===== src/rtl/cyc_pkg.sv =====
package cyc_pkg;
  localparam int ADDR_CNT  = 0;
  localparam int ADDR_WRAP = 1;

  typedef enum logic [1:0] {
    SEL_NONE,
    SEL_CNT,
    SEL_WRAP,
    SEL_CMP
  } rd_sel_e;
endpackage


===== src/rtl/cyc_rst_sync.sv =====
module cyc_rst_sync (
  input  logic clk,
  input  logic rst_n,
  output logic rst_sn
);
  logic [1:0] stage_q;
  logic [1:0] stage_d;

  always_comb stage_d = {stage_q[0], 1'b1};

  always_ff @(posedge clk or negedge rst_n) begin
    if (!rst_n) stage_q <= 2'b00;
    else        stage_q <= stage_d;
  end

  assign rst_sn = stage_q[1];
endmodule


===== src/rtl/cyc_counter.sv =====
module cyc_counter #(
  parameter int W = 32
) (
  input  logic         clk,
  input  logic         rst_n,
  input  logic         ld,
  input  logic [W-1:0] ld_val,
  output logic [W-1:0] cnt,
  output logic [W-1:0] wrap
);
  localparam logic [W-1:0] TOP = {W{1'b1}};
  localparam logic [W-1:0] ONE = W'(1);

  logic [W-1:0] cnt_q, cnt_d;
  logic [W-1:0] wrap_q, wrap_d;
  logic         roll;

  always_comb begin
    roll   = !ld && (cnt_q == TOP);
    cnt_d  = ld ? ld_val : (cnt_q + ONE);
    wrap_d = wrap_q + ONE;
  end

  always_ff @(posedge clk or negedge rst_n) begin
    if (!rst_n) cnt_q <= '0;
    else        cnt_q <= cnt_d;
  end

  always_ff @(posedge clk or negedge rst_n) begin
    if (!rst_n)    wrap_q <= '0;
    else if (roll) wrap_q <= wrap_d;
  end

  assign cnt  = cnt_q;
  assign wrap = wrap_q;

  // free increment
  p_step_r2: assert property (@(posedge clk) disable iff (!rst_n)
    !ld |=> cnt_q == $past(cnt_q) + ONE);
  // load takes the written value
  p_load_r9: assert property (@(posedge clk) disable iff (!rst_n)
    ld |=> cnt_q == $past(ld_val));
  // rollover advances wrap together with count reaching zero
  p_roll_r3: assert property (@(posedge clk) disable iff (!rst_n)
    (!ld && cnt_q == TOP) |=> (cnt_q == '0 && wrap_q == $past(wrap_q) + ONE));
  // wrap holds otherwise
  p_wrap_hold_r3: assert property (@(posedge clk) disable iff (!rst_n)
    !(!ld && cnt_q == TOP) |=> $stable(wrap_q));
endmodule


===== src/rtl/cyc_cmp_chan.sv =====
module cyc_cmp_chan #(
  parameter int W = 32
) (
  input  logic         clk,
  input  logic         rst_n,
  input  logic         we,
  input  logic [W-1:0] wdata,
  input  logic [W-1:0] cnt,
  output logic [W-1:0] cmp_val,
  output logic         irq
);
  logic [W-1:0] cmp_q;
  logic         irq_q, irq_d;
  logic         match;

  always_comb begin
    match = (cnt == cmp_q);
    // a match on the same edge as a rewrite keeps the request
    irq_d = match | (irq_q & ~we);
  end

  always_ff @(posedge clk or negedge rst_n) begin
    if (!rst_n)  cmp_q <= '0;
    else if (we) cmp_q <= wdata;
  end

  always_ff @(posedge clk or negedge rst_n) begin
    if (!rst_n) irq_q <= 1'b0;
    else        irq_q <= irq_d;
  end

  assign cmp_val = cmp_q;
  assign irq     = irq_q;

  // equality raises the request one cycle later
  p_rise_r4: assert property (@(posedge clk) disable iff (!rst_n)
    match |=> irq_q);
  // no request without a match
  p_quiet_r4: assert property (@(posedge clk) disable iff (!rst_n)
    (!irq_q && !match) |=> !irq_q);
  // request is sticky while its compare is untouched
  p_latch_r5: assert property (@(posedge clk) disable iff (!rst_n)
    (irq_q && !we) |=> irq_q);
  // compare rewrite without a match clears
  p_clear_r6: assert property (@(posedge clk) disable iff (!rst_n)
    (we && !match) |=> !irq_q);
  // rewrite colliding with a match leaves it set
  p_collide_r7: assert property (@(posedge clk) disable iff (!rst_n)
    (we && match) |=> irq_q);
endmodule


===== src/rtl/cyc_regif.sv =====
module cyc_regif #(
  parameter int W      = 32,
  parameter int N      = 4,
  parameter int ADDR_W = 3
) (
  input  logic                clk,
  input  logic                rst_n,
  input  logic                wr_en,
  input  logic [ADDR_W-1:0]   wr_addr,
  input  logic [W-1:0]        wr_data,
  input  logic [ADDR_W-1:0]   rd_addr,
  input  logic [W-1:0]        cnt,
  input  logic [W-1:0]        wrap,
  input  logic [N-1:0][W-1:0] cmp_vals,
  output logic                cnt_ld,
  output logic [N-1:0]        cmp_we,
  output logic [W-1:0]        rd_data
);
  import cyc_pkg::*;

  localparam int OFF_W = ADDR_W - 1;
  localparam logic [ADDR_W-1:0] A_CNT  = ADDR_W'(ADDR_CNT);
  localparam logic [ADDR_W-1:0] A_WRAP = ADDR_W'(ADDR_WRAP);
  localparam logic [ADDR_W-1:0] N_A    = ADDR_W'(N);

  // compare block lives in the upper half of the address space
  always_comb cnt_ld = wr_en && (wr_addr == A_CNT);

  for (genvar i = 0; i < N; i++) begin : g_we
    localparam logic [OFF_W-1:0] OFF = OFF_W'(i);
    always_comb cmp_we[i] = wr_en && wr_addr[ADDR_W-1] && (wr_addr[OFF_W-1:0] == OFF);
  end

  rd_sel_e          rsel;
  logic [OFF_W-1:0] roff;

  always_comb begin
    roff = rd_addr[OFF_W-1:0];
    if (rd_addr == A_CNT)                                  rsel = SEL_CNT;
    else if (rd_addr == A_WRAP)                            rsel = SEL_WRAP;
    else if (rd_addr[ADDR_W-1] && ({1'b0, roff} < N_A))    rsel = SEL_CMP;
    else                                                   rsel = SEL_NONE;
  end

  always_comb begin
    rd_data = '0;
    case (rsel)
      SEL_CNT:  rd_data = cnt;
      SEL_WRAP: rd_data = wrap;
      SEL_CMP: begin
        for (int k = 0; k < N; k++)
          if (OFF_W'(k) == roff) rd_data = cmp_vals[k];
      end
      default:  rd_data = '0;
    endcase
  end

  // a single write never touches both the counter and a compare
  p_one_target_r6: assert property (@(posedge clk) disable iff (!rst_n)
    $onehot0({cmp_we, cnt_ld}));
  // an unused address never reads non-zero
  p_unused_r10: assert property (@(posedge clk) disable iff (!rst_n)
    (rsel == SEL_NONE) |-> (rd_data == '0));
endmodule


===== src/rtl/cyc_timer.sv =====
module cyc_timer #(
  parameter int CNT_W  = 32,
  parameter int N_CMP  = 4,
  parameter int ADDR_W = 3
) (
  input  logic              clk,
  input  logic              rst_n,
  input  logic              wr_en,
  input  logic [ADDR_W-1:0] wr_addr,
  input  logic [CNT_W-1:0]  wr_data,
  input  logic [ADDR_W-1:0] rd_addr,
  output logic [CNT_W-1:0]  rd_data,
  output logic [N_CMP-1:0]  irq
);
  logic                      rst_sn;
  logic                      cnt_ld;
  logic [N_CMP-1:0]          cmp_we;
  logic [CNT_W-1:0]          cnt, wrap;
  logic [N_CMP-1:0][CNT_W-1:0] cmp_vals;

  cyc_rst_sync u_rst (
    .clk    (clk),
    .rst_n  (rst_n),
    .rst_sn (rst_sn)
  );

  cyc_counter #(.W(CNT_W)) u_cnt (
    .clk    (clk),
    .rst_n  (rst_sn),
    .ld     (cnt_ld),
    .ld_val (wr_data),
    .cnt    (cnt),
    .wrap   (wrap)
  );

  for (genvar i = 0; i < N_CMP; i++) begin : g_ch
    cyc_cmp_chan #(.W(CNT_W)) u_ch (
      .clk     (clk),
      .rst_n   (rst_sn),
      .we      (cmp_we[i]),
      .wdata   (wr_data),
      .cnt     (cnt),
      .cmp_val (cmp_vals[i]),
      .irq     (irq[i])
    );
  end

  cyc_regif #(.W(CNT_W), .N(N_CMP), .ADDR_W(ADDR_W)) u_reg (
    .clk      (clk),
    .rst_n    (rst_sn),
    .wr_en    (wr_en),
    .wr_addr  (wr_addr),
    .wr_data  (wr_data),
    .rd_addr  (rd_addr),
    .cnt      (cnt),
    .wrap     (wrap),
    .cmp_vals (cmp_vals),
    .cnt_ld   (cnt_ld),
    .cmp_we   (cmp_we),
    .rd_data  (rd_data)
  );

  // requests are low while reset is held
  p_reset_quiet_r1: assert property (@(posedge clk)
    !rst_sn |-> (irq == '0));
endmodule


===== config.mk =====
export PLATFORM = sky130hd
export DESIGN_NAME = cyc_timer
export DESIGN_NICKNAME = d
export VERILOG_FILES = /design/src/rtl/cyc_pkg.sv /design/src/rtl/cyc_rst_sync.sv /design/src/rtl/cyc_counter.sv /design/src/rtl/cyc_cmp_chan.sv /design/src/rtl/cyc_regif.sv /design/src/rtl/cyc_timer.sv
export SDC_FILE = /design/constraint.sdc
export NUM_CORES = 1
export LEC_CHECK = 0
export CAP_MARGIN = 15
export CELL_PAD_IN_SITES_DETAIL_PLACEMENT = 2
export CELL_PAD_IN_SITES_GLOBAL_PLACEMENT = 2
export CORE_MARGIN = 2
export CORE_UTILIZATION = 35
export CTS_CLUSTER_SIZE = 10
export DETAILED_ROUTE_END_ITERATION = 7
export HOLD_SLACK_MARGIN = 0.15
export PLACE_DENSITY_LB_ADDON = 0.1
export SETUP_SLACK_MARGIN = 0.15
export SLEW_MARGIN = 20
export SYNTH_ARGS = -nofsm -noshare
export SYNTH_HDL_FRONTEND = slang
export SYNTH_SLANG_ARGS = --single-unit

===== constraint.sdc =====
create_clock -name clk -period 6.9 [get_ports clk]
set_clock_uncertainty 0.05 [all_clocks]
set_input_delay 1.725 -clock clk [delete_from_list [all_inputs] [get_ports clk]]
set_output_delay 1.725 -clock clk [all_outputs]
set_load 0.01 [all_outputs]

==> key figures <==
Layout
  – Diodes inserted: 0
  – Most frequent cells in the layout: dfrtp_1 (197), xor2_1 (143), mux2_2 (128)
  – Synth-to-Final Area Change: 15.2%
  – Register area: 4960 um2
  – Area of the multi-input gates: ~5800 um2
  – Finished Cell Area: 12,800 um2
  – Filler cells: 3,195
  – Layout net count: 1,049
  – Layout cells sized above 1: 0.221
  – Commonest non-fill, non-tap cell in the layout: dfrtp_1

Floorplan
  – Die height: 182 um
  – Cell Rows: 65
  – Initial Util: 0.354
  – Number of top-level pins: 77
  – DIE AREA: 33,300 um2
  – Die X: about 180 um
  – Core Area: 31,500 um2

Critical path
  – Crit path DAT: around 3800 ps
  – CP max stage delay: roughly 730 ps
  – CP cell instances: buf_2 > or2_2 > o21ai_0 > clkdlybuf4s50_1
  – Slowest library cell on the worst path: or2_2
  – Worst path bufs/invs: 2
  – Crit Path Category: in -> out
  – WP data required: 5120 ps
  – Top delay family on crit path: buffers and inverters
  – Worst setup SP type: input pin
  – Worst Path Max Fanout: 32
  – CP endpoint kind: output port

Synth
  – Yosys cell types: 37
  – Synth Cell Area: 11,100 um2
  – Seq/Total Area, Yosys: 0.444
  – Post-synth ARST share: 1.00
  – Synth top area share: 0.444
  – YS warnings: 0
  – Net Count, Synth: ~1,000
  – EDFF count, synth: 0
  – Dominant cell type by area after synthesis: dfrtp_1
  – FF+latch count, synth: 198
  – Synthesized instance count: 978
  – Primary FF master, synth: dfrtp_1
  – Syn_area_per_cell: approximately 11 um2
  – Synth area leaders: dfrtp_1 (44%), mux2_2 (13%), xor2_1 (11%)

Power
  – Pwr Density: around 310 nW/um2
  – Switching power total: 1.45 mW
  – Flop pwr share: 0.437
  – Design internal power: around 2.6 mW
  – Sw Share: 0.360
  – Max VDD drop: between 0.00015 and 0.0002 V
  – Static leakage: approximately 5.2 nW
  – Logic pwr share: 0.274
  – Clk network pwr share: 0.289

Placed design
  – Hpwl dp: around 28,000 um
  – Port Buffer Count: 76
  – Post-place setup slack: between 1000 and 1500 ps
  – Placed Area: 12,200 um2
  – GPL Wtd Cong: 0.781

Timing
  – RSZ-0062 raised after global routing: false
  – Final Cycle Share: 0.814
  – TNS Setup: 0 ps
  – Final Hold Fails: 0
  – Worst-Margin Slew: 1100 ps
  – Fmax: 178 MHz
  – Max Slew Vio Count: 0
  – Minimum clock period: 5610 ps
  – Relative slew margins: 0.257
  – Setup ws final: 1290 ps
  – Count of final setup violators: 0

Detailed routing
  – Wire per inst: 27.9 um
  – Drt first-iter violations: 549
  – First-pass iteration count of the detailed router: 4
  – WL final: 39,700 um
  – Final ANT Viol Nets: 0
  – Drc violations: 0
  – Post-DR vias/cell: 5.52
  – DR vias: about 7,900

Hold path
  – Min-Delay Path Class: reg -> async

Clock tree
  – Clock Tree Buf Depth: 2
  – Worst-Skew Late Latency: 460 ps
  – Worst-path clk slew: 80 ps
  – TritonCTS clock tree: done
  – # H-tree levels: 4
  – Hold buffers post-CTS: 0
  – Post-CTS sizing: 0
  – Post-CTS repair timing setup buffer count: 0
  – Clk sinks: ~200
  – CTS buffer count: 17
  – Root Driver: clkbuf_16

Global route
  – Number of global-route vias before repair: approximately 8,700
  – Global-route wire length before repair: 60,000 um
  – GRT overflow: 0
  – GRT Overall Usage: 0.249
  – Largest net degree at the start of global routing: 67
  – Initial antenna violation count: 0

Run status
  – Outcome: completed

Run
  – Max-Cap Viols: 0
[layout make-up]
class | instances | share of cell area
Inverter | 3 | 0.000877
Tap cell | 402 | 0.0392
Timing Repair Buffer | 91 | 0.0684
Clock inverter | 13 | 0.0168
Clock buffer | 19 | 0.0353
Sequential cell | 198 | 0.386
Multi-Input combinational cell | 695 | 0.453
[flip-flops by register name (all words and copies together), names as in the netlist]
name	flops
u_cnt.cnt	32
g_ch.u_ch.irq	4
g_ch.u_ch.cmp_val	128
u_rst.stage_q	2
u_cnt.wrap	32
[final timing paths]
check / start / to / slack [ps] / depth (start not counted)
worst max-delay path: rd_addr[1] / rd_data[4] / 1290 / 4
worst min register to register: u_rst.stage_q[1] / g_ch[0].u_ch.cmp_val[2] / 250 / 0
worst max register to register: u_cnt.cnt[0] / u_cnt.wrap[22] / 3800 / 6
min in group clk: u_rst.stage_q[0] / u_rst.stage_q[1] / 310 / 0
max in group asynchronous: u_rst.stage_q[1] / u_cnt.cnt[28] / 5260 / 1
worst min-delay path: u_rst.stage_q[1] / g_ch[0].u_ch.cmp_val[2] / 250 / 0
[power groups by stage]
stage | registers [mW] | clock network (mW) | logic [mW]
floorplan | 1.54 | 0 | 0.816
global placement | 1.76 | 0 | 1.09
CTS | 1.75 | 1.19 | 1.11
finish | 1.76 | 1.16 | 1.10
global route | 1.80 | 1.23 | 1.18
detailed placement | 1.78 | 0 | 1.10
[cells in the mapped netlist, types with 11 or more instances]
master,number
buf_2,26
clkbuf_1,38
o21ai_0,59
xnor2_1,46
mux4_2,32
mux2_2,128
nand2_1,95
dfrtp_1,198
nor3_1,11
nor4_1,41
nand4_1,25
xor2_1,143
nand3_1,22
mux2i_1,32
nor2_1,14
[cell families after synthesis]
group	share of synthesized area
fa+ha+maj	0.00224
flops	0.444
buf+inv	0.0349
other cells	0.000336
compound gates	0.0297
xor+xnor	0.149
mux	0.223
simple gates	0.117
[worst register-to-register path, cell delays in order (launching register included)]
cell     delay (ps)
dfrtp_1         600
ha_1            270
and3_1          420
nand4_1         480
nor4_4          760
nand4_1         230
xnor2_1         170
[per-layer routing]
metal | track usage | share of wire
met1 | 0.346 | 0.47
met4 | 0.0865 | 0.027
met3 | 0.0355 | 0.030
met5 | 0 | 0
met2 | 0.401 | 0.47
[metrics by stage]
step / utilization / power, mW / cells / hold slack, ps
floorplan: - / 2.36 / 978 / 281
global placement: 0.387 / 2.85 / 1389 / 261
detailed placement: 0.387 / 2.88 / 1389 / 256
CTS: 0.408 / 4.05 / 1421 / 260
global route: 0.408 / 4.21 / 1421 / 288
finish: 0.408 / 4.02 / 1421 / 245
No activity file was read; power rests on OpenSTA's default activity.
